==> config.mk <==
export PLATFORM = sky130hd
export DESIGN_NAME = hs_port
export DESIGN_NICKNAME = d
export VERILOG_FILES = /design/src/rtl/hsp_pkg.sv /design/src/rtl/hsp_sync.sv /design/src/rtl/hsp_rx.sv /design/src/rtl/hsp_tx.sv /design/src/rtl/hs_port.sv
export SDC_FILE = /design/constraint.sdc
export NUM_CORES = 1
export LEC_CHECK = 0
export ABC_AREA = 1
export BUFFER_PORTS_ARGS = -buffer_cell sky130_fd_sc_hd__buf_2
export CAP_MARGIN = 20
export CORE_UTILIZATION = 51
export DETAILED_ROUTE_END_ITERATION = 7
export PLACE_DENSITY = 0.82
export SLEW_MARGIN = 5
export SYNTH_ARGS = -nofsm -noshare
export SYNTH_HDL_FRONTEND = slang
export SYNTH_SLANG_ARGS = --single-unit
==> constraint.sdc <==
create_clock -name clk -period 2.6 [get_ports clk]
set_clock_uncertainty 0.2 [all_clocks]
set_input_delay 0.13 -clock clk [delete_from_list [all_inputs] [get_ports clk]]
set_output_delay 0.13 -clock clk [all_outputs]
set_load 0.02 [all_outputs]
==> src/rtl/hsp_pkg.sv <==
package hsp_pkg;
  typedef enum logic [0:0] {
    RX_IDLE = 1'b0,
    RX_HELD = 1'b1
  } rx_state_t;

  typedef enum logic [2:0] {
    TX_IDLE    = 3'd0,
    TX_SETUP   = 3'd1,
    TX_STROBE  = 3'd2,
    TX_RELEASE = 3'd3,
    TX_GAP     = 3'd4
  } tx_state_t;
endpackage

==> src/rtl/hsp_sync.sv <==
module hsp_sync #(
  parameter int   STAGES  = 2,
  parameter logic RST_VAL = 1'b1
) (
  input  logic clk,
  input  logic rst_n,
  input  logic d,
  output logic q
);
  logic [STAGES-1:0] sr;

  generate
    if (STAGES == 1) begin : g_single
      always_ff @(posedge clk or negedge rst_n) begin
        if (!rst_n) sr <= RST_VAL;
        else        sr <= d;
      end
    end else begin : g_chain
      always_ff @(posedge clk or negedge rst_n) begin
        if (!rst_n) sr <= {STAGES{RST_VAL}};
        else        sr <= {sr[STAGES-2:0], d};
      end
    end
  endgenerate

  assign q = sr[STAGES-1];
endmodule

==> src/rtl/hsp_rx.sv <==
module hsp_rx
  import hsp_pkg::*;
#(
  parameter int DW = 8
) (
  input  logic          clk,
  input  logic          rst_n,
  input  logic          en,
  input  logic          dav_s,
  input  logic [DW-1:0] pin_din,
  output logic          rdy_out,
  output logic [DW-1:0] rx_data,
  output logic          rx_valid,
  input  logic          rx_ready
);
  rx_state_t state;
  logic      take;

  assign take = rx_valid && rx_ready;

  always_ff @(posedge clk or negedge rst_n) begin
    if (!rst_n) begin
      state    <= RX_IDLE;
      rx_data  <= '0;
      rx_valid <= 1'b0;
    end else begin
      if (take) rx_valid <= 1'b0;
      if (en) begin
        case (state)
          RX_IDLE: begin
            if (!dav_s) begin
              rx_data  <= pin_din;
              rx_valid <= 1'b1;
              state    <= RX_HELD;
            end
          end
          RX_HELD: begin
            if (dav_s && (!rx_valid || rx_ready)) state <= RX_IDLE;
          end
          default: state <= RX_IDLE;
        endcase
      end
    end
  end

  assign rdy_out = !en || (state == RX_IDLE);
endmodule

==> src/rtl/hsp_tx.sv <==
module hsp_tx
  import hsp_pkg::*;
#(
  parameter int DW        = 8,
  parameter int SETUP_CYC = 2,
  parameter int GAP_CYC   = 2
) (
  input  logic          clk,
  input  logic          rst_n,
  input  logic          en,
  input  logic          rdy_s,
  input  logic [DW-1:0] tx_data,
  input  logic          tx_valid,
  output logic          tx_ready,
  output logic [DW-1:0] pin_dout,
  output logic          dav_n_out
);
  localparam int MAXC = (SETUP_CYC > GAP_CYC) ? SETUP_CYC : GAP_CYC;
  localparam int CW   = (MAXC < 2) ? 1 : $clog2(MAXC);

  tx_state_t     state;
  logic [CW-1:0] cnt;

  always_ff @(posedge clk or negedge rst_n) begin
    if (!rst_n) begin
      state    <= TX_IDLE;
      cnt      <= '0;
      pin_dout <= '0;
    end else if (!en) begin
      state <= TX_IDLE;
      cnt   <= '0;
    end else begin
      case (state)
        TX_IDLE: begin
          if (tx_valid) begin
            pin_dout <= tx_data;
            cnt      <= CW'(SETUP_CYC - 1);
            state    <= TX_SETUP;
          end
        end
        TX_SETUP: begin
          if (cnt == '0) state <= TX_STROBE;
          else           cnt   <= cnt - 1'b1;
        end
        TX_STROBE: begin
          if (!rdy_s) state <= TX_RELEASE;
        end
        TX_RELEASE: begin
          if (rdy_s) begin
            cnt   <= CW'(GAP_CYC - 1);
            state <= TX_GAP;
          end
        end
        TX_GAP: begin
          if (cnt == '0) state <= TX_IDLE;
          else           cnt   <= cnt - 1'b1;
        end
        default: state <= TX_IDLE;
      endcase
    end
  end

  assign tx_ready  = en && (state == TX_IDLE);
  assign dav_n_out = (state != TX_STROBE);
endmodule

==> src/rtl/hs_port.sv <==
module hs_port #(
  parameter int DW          = 8,
  parameter int SYNC_STAGES = 2,
  parameter int SETUP_CYC   = 2,
  parameter int GAP_CYC     = 2
) (
  input  logic          clk,
  input  logic          rst_n,
  input  logic          dir_out,
  input  logic [DW-1:0] pin_din,
  input  logic          dav_n_in,
  output logic          rdy_out,
  output logic [DW-1:0] pin_dout,
  output logic          pin_doe,
  output logic          dav_n_out,
  input  logic          rdy_in,
  output logic [DW-1:0] rx_data,
  output logic          rx_valid,
  input  logic          rx_ready,
  input  logic [DW-1:0] tx_data,
  input  logic          tx_valid,
  output logic          tx_ready
);
  logic dav_sync;
  logic rdy_sync;

  hsp_sync #(.STAGES(SYNC_STAGES), .RST_VAL(1'b1)) u_dav_sync (
    .clk(clk), .rst_n(rst_n), .d(dav_n_in), .q(dav_sync)
  );

  hsp_sync #(.STAGES(SYNC_STAGES), .RST_VAL(1'b1)) u_rdy_sync (
    .clk(clk), .rst_n(rst_n), .d(rdy_in), .q(rdy_sync)
  );

  hsp_rx #(.DW(DW)) u_rx (
    .clk      (clk),
    .rst_n    (rst_n),
    .en       (!dir_out),
    .dav_s    (dav_sync),
    .pin_din  (pin_din),
    .rdy_out  (rdy_out),
    .rx_data  (rx_data),
    .rx_valid (rx_valid),
    .rx_ready (rx_ready)
  );

  hsp_tx #(.DW(DW), .SETUP_CYC(SETUP_CYC), .GAP_CYC(GAP_CYC)) u_tx (
    .clk       (clk),
    .rst_n     (rst_n),
    .en        (dir_out),
    .rdy_s     (rdy_sync),
    .tx_data   (tx_data),
    .tx_valid  (tx_valid),
    .tx_ready  (tx_ready),
    .pin_dout  (pin_dout),
    .dav_n_out (dav_n_out)
  );

  assign pin_doe = dir_out;
endmodule

After elaboration in Yosys (flattened, before gate mapping)
Cells that the tools add are included.

storage, ports and cells
  register bits after elaboration = 26
  input port bits = 23
  output and inout port bits = 21
  word-level logic and storage cells = 54

cells by class
  $add $sub $neg = 1
  equal/unequal tests = 11
  multiplexer cells = 19
  bitwise gates (word level) = 3
  reduce and logical (&&, ||, !) cells = 12

operator list
  kind                 count
  $mux 3               6
  $ne 3x3->1 const B   5
  $pmux 3 s5           1
  $mux 1               10
  $reduce_and 3->1     3
  $eq 3x2->1 const B   2
  $reduce_and 5->1     1
  $ne 4x2->1 const B   1
  $eq 3x1->1 const B   1
  $eq 3x3->1 const B   1
  $logic_and 1x1->1    3
  $logic_not 3->1      1
  $ne 3x2->1 const B   1
  $not 1->1            3
  $pmux 1 s3           1
  $logic_or 1x1->1     2
  $pmux 1 s2           1
  $reduce_or 2->1      1
  $logic_not 1->1      1
  $sub 1x1->1 const B  1

Longest topological paths before layout
Gate-level depths: netlist (run 1).

  word-level depth = 5
  depth in mapped cells = 8
  mapped depth without buffers = 7

Cells and area by module
A second synthesis (run 1) with hierarchy kept.

unflattened totals
  cell total of the unflattened synthesis = 145
  area total of the unflattened synthesis = 1219.9 um^2

by module, submodules not included
  module    instances  cells each  area an instance (um^2)
  hsp_tx    1          93          669.4
  hsp_rx    1          46          434.2
  hsp_sync  2          2           52.6
  hs_port   1          2           11.3

Least setup slack after synthesis (run 1)
OpenSTA, ideal clock, no wires.

  path type = reg-to-reg
  start = register u_tx.state[1]
  end = register u_tx.pin_dout[0]
  library setup time = 117 ps
  data arrival time = 1052 ps
  required time = 2283 ps
  slack = 1231 ps
  cell stages (with the launch flop) = 7
  buffers on the path = 0
  period minus slack after synthesis = 1369 ps
  path through = dfrtp_1 > nor2_2 > nand2_4 > nor2_8 > nand2_4 > nand2_1 > nand2_1

on the way
  longest elaborated chain between the ends = 2

RTL lines
  element                     line          RTL
  from (decl)                 hsp_tx.sv:21  tx_state_t state;
  from (signal assigned)      hsp_tx.sv:26  state <= TX_IDLE;
  from (signal assigned)      hsp_tx.sv:30  state <= TX_IDLE;
  from (signal assigned)      hsp_tx.sv:38  state <= TX_SETUP;
  $logic_not 3->1             hsp_tx.sv:33  case (state)
  $reduce_and 3->1 (no line)  --
  to (signal assigned)        hsp_tx.sv:36  pin_dout <= tx_data;
  to (decl)                   hsp_tx.sv:15  output logic [DW-1:0] pin_dout,

Every way passes these cells.
A chain may end at the register's enable or synchronous reset.

Worst setup path after layout (run 1)
  start = register u_tx.state[1]
  end = register u_tx.pin_dout[6]

Same word-level chain as after synthesis.

==> results.py, run 1 <==
metrics = {
    "power_and_ir_drop": {
        "sw_frac_of_total": 0.422,
        "internal-power_uw": 835,
        "vdd_drop_max_v": 0.000610,
        "seq_power_share": 0.419,
        "p_clk_frac": 0.146,
        "power.density_mw_per_mm2": 829,
        "combPwrFrac": 0.436,
        "switchingPower_uw": 608,
        "power_leakage_nw": 0.879,
        "power.total_mw": 1.44,
    },
    "synthesis": {
        "yosysMostFrequentCell": "nand2_1",
        "ys_seq_area_frac": 0.556,
        "yosys_most_used_dff": "dfrtp_1",
        "yosysWarnings": 0,
        "syn-num-nets": 138,
        "ys_async_sr_fraction": 1.00,
        "synth.avg_cell_area_um2": 10.3,
        "synth.area.top_cells": "dfrtp_1 (47%), nand2_1 (9.5%), dfstp_2 (8.9%)",
        "synth_top_area_share": 0.467,
        "netlist_instances": 115,
        "netlist_area_mm2": 0.00118,
        "yosysUniqueCellTypes": 19,
        "ys_ff_latch": 26,
        "synth_commonest_cells": "nand2_1 (30), dfrtp_1 (22), nand3_1 (15)",
        "synth_edf_count": 0,
        "yosysTopAreaCell": "dfrtp_1",
    },
    "setup_path": {
        "required_ns": 2.69,
        "path_max_fanout": 10,
        "r2r-end": "u_tx.pin_dout[6]$_DFFE_PN0P_",
        "crit_path_end": "u_tx.pin_dout[6]$_DFFE_PN0P_",
        "crit_path_end_kind": "flip-flop",
        "cpPeakStageDelay_ns": 0.58,
        "r2r-start": "u_tx.state[1]$_DFFE_PN0P_",
        "cp-start-kind": "flip-flop",
        "slowest_stage": "dlygate4sd3_1",
        "startpoint": "u_tx.state[1]$_DFFE_PN0P_",
        "cp_top_family": "simple AND/OR/NAND/NOR gates",
        "r2r_cells": 6,
        "cp_cell_sequence": "nor2_2 -> nand2_4 -> nor2_8 -> nand3_1 -> dlygate4sd3_1 -> nand2_1",
        "crit_arrival_ns": 2.03,
        "path_buf_inv": 1,
        "cp_num_cells": 6,
        "rrSetupSlack_ns": 0.66,
        "setup.worst_path.class": "flip-flop to flip-flop",
    },
    "detailed_routing": {
        "routed_wl_um": 3420,
        "drtAntennaViolNets": 0,
        "drc": 0,
        "detail_route.vias_per_cell": 5.23,
        "avgRoutedWirePerCell_um": 15.7,
        "vias": 1134,
        "drt_iter0_markers": 28,
        "drt_pass1_iterations": 4,
    },
    "clock_network": {
        "clk_latency_ns": 0.33,
        "cts_setup_buffers": 0,
        "numCtsBuffers": 3,
        "path_clk_slew_ns": 0.14,
        "cts_tree": "done",
        "cts_hold_buf": 29,
        "cts_sinks": 26,
        "cts_resized": 0,
        "cts_buffer_depth": 2,
        "htreeDepth": 1,
        "clockRootBuffer": "clkbuf_4",
    },
    "cells_and_area": {
        "nets": 213,
        "drive_gt1_frac": 0.392,
        "area_growth_pct": 47.6,
        "num_antenna_cells": 0,
    },
    "floorplanning": {
        "num_rows": 17,
        "die_area_mm2": 0.00251,
        "design.core.area_mm2": 0.00219,
        "die_h_um": 50.1,
        "die_x_um": 50.1,
        "pin_count": 44,
        "start_util": 0.539,
    },
    "placement": {
        "place_ws_ns": 1.19,
        "numPortBuffers": 43,
        "gp_congestion": 0.860,
        "dp_hpwl_um": 1780,
    },
    "grt": {
        "antenna_found_initial": 0,
        "grt_first_pass_wirelength_um": 5550,
        "overflow": 0,
        "grt_max_degree": 27,
        "grt_pass1_vias": 1168,
        "track_usage": 0.307,
    },
    "status": {
        "status": "completed",
    },
    "min_path": {
        "hold_class": "input pin to flip-flop",
    },
    "flow_run": {
        "drv_cap": 0,
    },
    "sta": {
        "worstMarginPinSlew_ns": 0.562,
        "rsz0062_at_grt": "no",
        "setup-violations-final": 0,
        "clock.fmax_mhz": 515,
        "tns_ns": 0,
        "relSlewSlack": 0.625,
        "fin_ws_ns": 0.660,
        "period_needed_ns": 1.94,
        "hold_violations": 0,
        "maxSlewViolCount": 0,
        "fin_crit_sh": 0.746,
    },
}
==> cell type report <==
cell class	instances	area [µm²]
fill	128	449
inverter	9	36.3
timing repair buffer	72	505
tap	28	35.0
sequential	26	656
clock buffer	4	36.3
multi-input combinational	78	473
==> flip-flops by register name, indices dropped and copies added (netlist names) <==
name,cells
u_dav_sync.sr,2
u_rdy_sync.sr,2
u_rx.rx_data,8
u_rx.rx_valid,1
u_rx.state,1
u_tx.cnt,1
u_tx.pin_dout,8
u_tx.state,3
==> through the flow <==
stage | cell area, µm² | hold slack [ns] | std cells | utilization
after global routing | 1740 | 0.0606 | 217 | 0.795
final | 1740 | 0.0381 | 217 | 0.795
after detailed placement | 1420 | -0.0536 | 184 | 0.646
after global placement | 1420 | -0.0593 | 184 | 0.646
after CTS | 1740 | 0.0107 | 217 | 0.795
after floorplan | 1180 | -0.366 | 115 | -
==> layout by cell type, fill, tap and decap left out <==
master,count
a21oi_1,2
buf_2,43
clkbuf_4,3
clkbuf_8,1
dfrtp_1,22
dfstp_2,4
dlygate4sd3_1,29
inv_1,6
inv_2,2
inv_4,1
mux2_2,8
nand2_1,30
nand2_4,4
nand3_1,15
nand3_2,1
nand4_1,3
nor2_1,5
nor2_2,3
nor2_4,2
nor2_8,1
nor3_4,1
o21ai_0,3
==> how the worst min path moves through the flow <==
stage                         from                           end  slack (ns)  depth (start not counted)
after CTS                 tx_valid  u_tx.pin_dout[0]$_DFFE_PN0P_        0.01                          4
after floorplan              rst_n   u_rx.rx_data[0]$_DFFE_PN0P_       -0.37                          0
after detailed placement     rst_n  u_tx.pin_dout[7]$_DFFE_PN0P_       -0.05                          1
after global routing      tx_valid  u_tx.pin_dout[2]$_DFFE_PN0P_        0.06                          4
after global placement       rst_n  u_tx.pin_dout[7]$_DFFE_PN0P_       -0.06                          1
final                     tx_valid  u_tx.pin_dout[2]$_DFFE_PN0P_        0.04                          4
==> per-layer routing <==
layer	wire, µm	global-route usage
met2	1940	0.587
met3	140	0.0494
met5	0	0
met4	52	0.0810
met1	1290	0.343
==> cell families after synthesis <==
logic type,synth area share
mux,0.0764
buf+inv,0.0435
simple gates,0.303
flops,0.556
compound gates,0.0212
==> power by group through the flow <==
stage | clock network (mW) | registers (mW) | logic, mW
6_report | 0.210 | 0.604 | 0.629
5_1_grt | 0.226 | 0.616 | 0.676
4_1_cts | 0.205 | 0.594 | 0.603
3_5_place_dp | 0 | 0.598 | 0.563
3_3_place_gp | 0 | 0.596 | 0.543
2_1_floorplan | 0 | 0.705 | 0.277
==> worst register-to-register path: stages (launching register included) <==
cell	delay (ns)
dfrtp_1	0.47
nor2_2	0.20
nand2_4	0.10
nor2_8	0.17
nand3_1	0.11
dlygate4sd3_1	0.58
nand2_1	0.07
Power figures use the tool's default switching activity.
==> inputs of run 2 (changes only) <==
--- a/config.mk
+++ b/config.mk
@@ -8,9 +8,9 @@
 export ABC_AREA = 1
 export BUFFER_PORTS_ARGS = -buffer_cell sky130_fd_sc_hd__buf_2
 export CAP_MARGIN = 20
-export CORE_UTILIZATION = 51
+export CORE_UTILIZATION = 48
 export DETAILED_ROUTE_END_ITERATION = 7
-export PLACE_DENSITY = 0.82
+export PLACE_DENSITY = 0.78
 export SLEW_MARGIN = 5
 export SYNTH_ARGS = -nofsm -noshare
 export SYNTH_HDL_FRONTEND = slang
==> constraint.sdc (replaced) <==
create_clock -name clk -period 1.9 [get_ports clk]
set_clock_uncertainty 0.2 [all_clocks]
set_input_delay 0.095 -clock clk [delete_from_list [all_inputs] [get_ports clk]]
set_output_delay 0.095 -clock clk [all_outputs]
set_load 0.02 [all_outputs]
==> results.py, run 2 (synthesis gave the netlist of run 1 again) <==
metrics = {
    "status": {
        "status": "completed",
    },
    "sta": {
        "tns_ns": 0,
        "worstMarginPinSlew_ns": 0.553,
        "relSlewSlack": 0.632,
        "fin_ws_ns": 0.0636,
        "clock.fmax_mhz": 545,
        "maxSlewViolCount": 0,
        "setup-violations-final": 0,
        "period_needed_ns": 1.84,
        "fin_crit_sh": 0.967,
        "rsz0062_at_grt": "no",
        "hold_violations": 0,
    },
    "detailed_routing": {
        "drt_iter0_markers": 31,
        "detail_route.vias_per_cell": 5.27,
        "avgRoutedWirePerCell_um": 15.0,
        "drtAntennaViolNets": 0,
        "drt_pass1_iterations": 4,
        "vias": 1132,
        "routed_wl_um": 3230,
        "drc": 0,
    },
    "clock_network": {
        "cts_sinks": 26,
        "cts_tree": "done",
        "cts_buffer_depth": 2,
        "htreeDepth": 1,
        "path_clk_slew_ns": 0.15,
        "clk_latency_ns": 0.33,
        "clockRootBuffer": "clkbuf_4",
        "numCtsBuffers": 3,
    },
    "grt": {
        "grt_pass1_vias": 1108,
        "grt_max_degree": 27,
        "overflow": 0,
        "antenna_found_initial": 0,
        "track_usage": 0.262,
        "grt_first_pass_wirelength_um": 4930,
    },
    "cells_and_area": {
        "layout_commonest_cell": "buf_2",
        "reg_top3": "u_rx.rx_data: 8 flops, u_tx.pin_dout: 8 flops, u_tx.state: 3 flops",
        "drive_gt1_frac": 0.412,
        "area_growth_pct": 45.6,
        "layout_common_cells": "buf_2 (43), nand2_1 (30), dlygate4sd3_1 (25)",
        "num_antenna_cells": 0,
        "nets": 211,
    },
    "setup_path": {
        "cp_top_family": "simple AND/OR/NAND/NOR gates",
        "crit_path_end_kind": "flip-flop",
        "crit_arrival_ns": 1.92,
        "cp_cell_sequence": "nor2_4 -> nand2_4 -> nor2_8 -> nand3_1 -> dlygate4sd3_1 -> nand2_1",
        "required_ns": 1.98,
        "cpPeakStageDelay_ns": 0.56,
        "cp-start-kind": "flip-flop",
        "setup.worst_path.class": "flip-flop to flip-flop",
        "slowest_stage": "dlygate4sd3_1",
        "path_buf_inv": 1,
        "path_max_fanout": 5,
    },
    "floorplanning": {
        "die_x_um": 51.6,
        "num_rows": 17,
        "die_area_mm2": 0.00266,
        "die_h_um": 51.6,
        "design.core.area_mm2": 0.00225,
        "pin_count": 44,
        "start_util": 0.523,
    },
    "min_path": {
        "hold_class": "input pin to asynchronous set/reset pin",
    },
    "power_and_ir_drop": {
        "power_leakage_nw": 0.875,
        "vdd_drop_max_v": 0.000911,
        "power.density_mw_per_mm2": 1140,
    },
    "placement": {
        "place_ws_ns": 0.469,
        "dp_hpwl_um": 1760,
        "numPortBuffers": 43,
        "gp_congestion": 0.810,
    },
    "flow_run": {
        "drv_cap": 0,
    },
}
-- run 2: worst paths after layout --
kind	endpoint	from	cells past startpoint	slack, ns
min	u_tx.pin_dout[2]$_DFFE_PN0P_	rst_n	2	0.06
max in group asynchronous	u_tx.state[0]$_DFFE_PN0P_	rst_n	2	1.01
min in group clk	u_dav_sync.sr[1]$_DFF_PN1_	u_dav_sync.sr[0]$_DFF_PN1_	0	0.15
max reg2reg	u_tx.pin_dout[3]$_DFFE_PN0P_	u_tx.state[0]$_DFFE_PN0P_	6	0.06
min reg2reg	u_dav_sync.sr[1]$_DFF_PN1_	u_dav_sync.sr[0]$_DFF_PN1_	0	0.15
max	u_tx.pin_dout[3]$_DFFE_PN0P_	u_tx.state[0]$_DFFE_PN0P_	6	0.06
-- run 2: what timing repair did --
item / CTS / global route
endpoints found under the setup margin: 0 / 5
endpoints found under the hold margin: 48 / 0
buffers inserted: 0 / 1
hold buffers: 27 / 0
resized for setup: 0 / 3
-- run 2: report_power, final --
group          switching [mW]  total (mW)  internal, mW
registers               0.112       0.824         0.713
logic                   0.562       0.893         0.331
clock network           0.162       0.244        0.0822
-- run 2: area by class of cell --
| cell class | count | area (µm²) |
|---|---|---|
| Inverter | 9 | 36.3 |
| Timing Repair Buffer | 69 | 473 |
| Multi-Input combinational cell | 79 | 489 |
| Sequential cell | 26 | 658 |
| Fill cell | 149 | 537 |
| Clock buffer | 4 | 26.3 |
| Tap cell | 28 | 35.0 |
-- run 2: through the flow --
stage	instances	hold WS, ns	area, µm²	total power, mW	util
5_1_grt	215	0.103	1720	2.06	0.762
6_report	215	0.0629	1720	1.96	0.762
2_1_floorplan	115	-0.401	1180	1.34	-
3_3_place_gp	184	-0.0887	1420	1.56	0.628
4_1_cts	215	0.0987	1710	1.86	0.759
3_5_place_dp	184	-0.0855	1420	1.59	0.628
-- run 2: metal layers --
metal,global-route usage,share of wire
met1,0.276,0.38
met3,0.0380,0.049
met2,0.522,0.55
met4,0.0856,0.026
met5,0,0
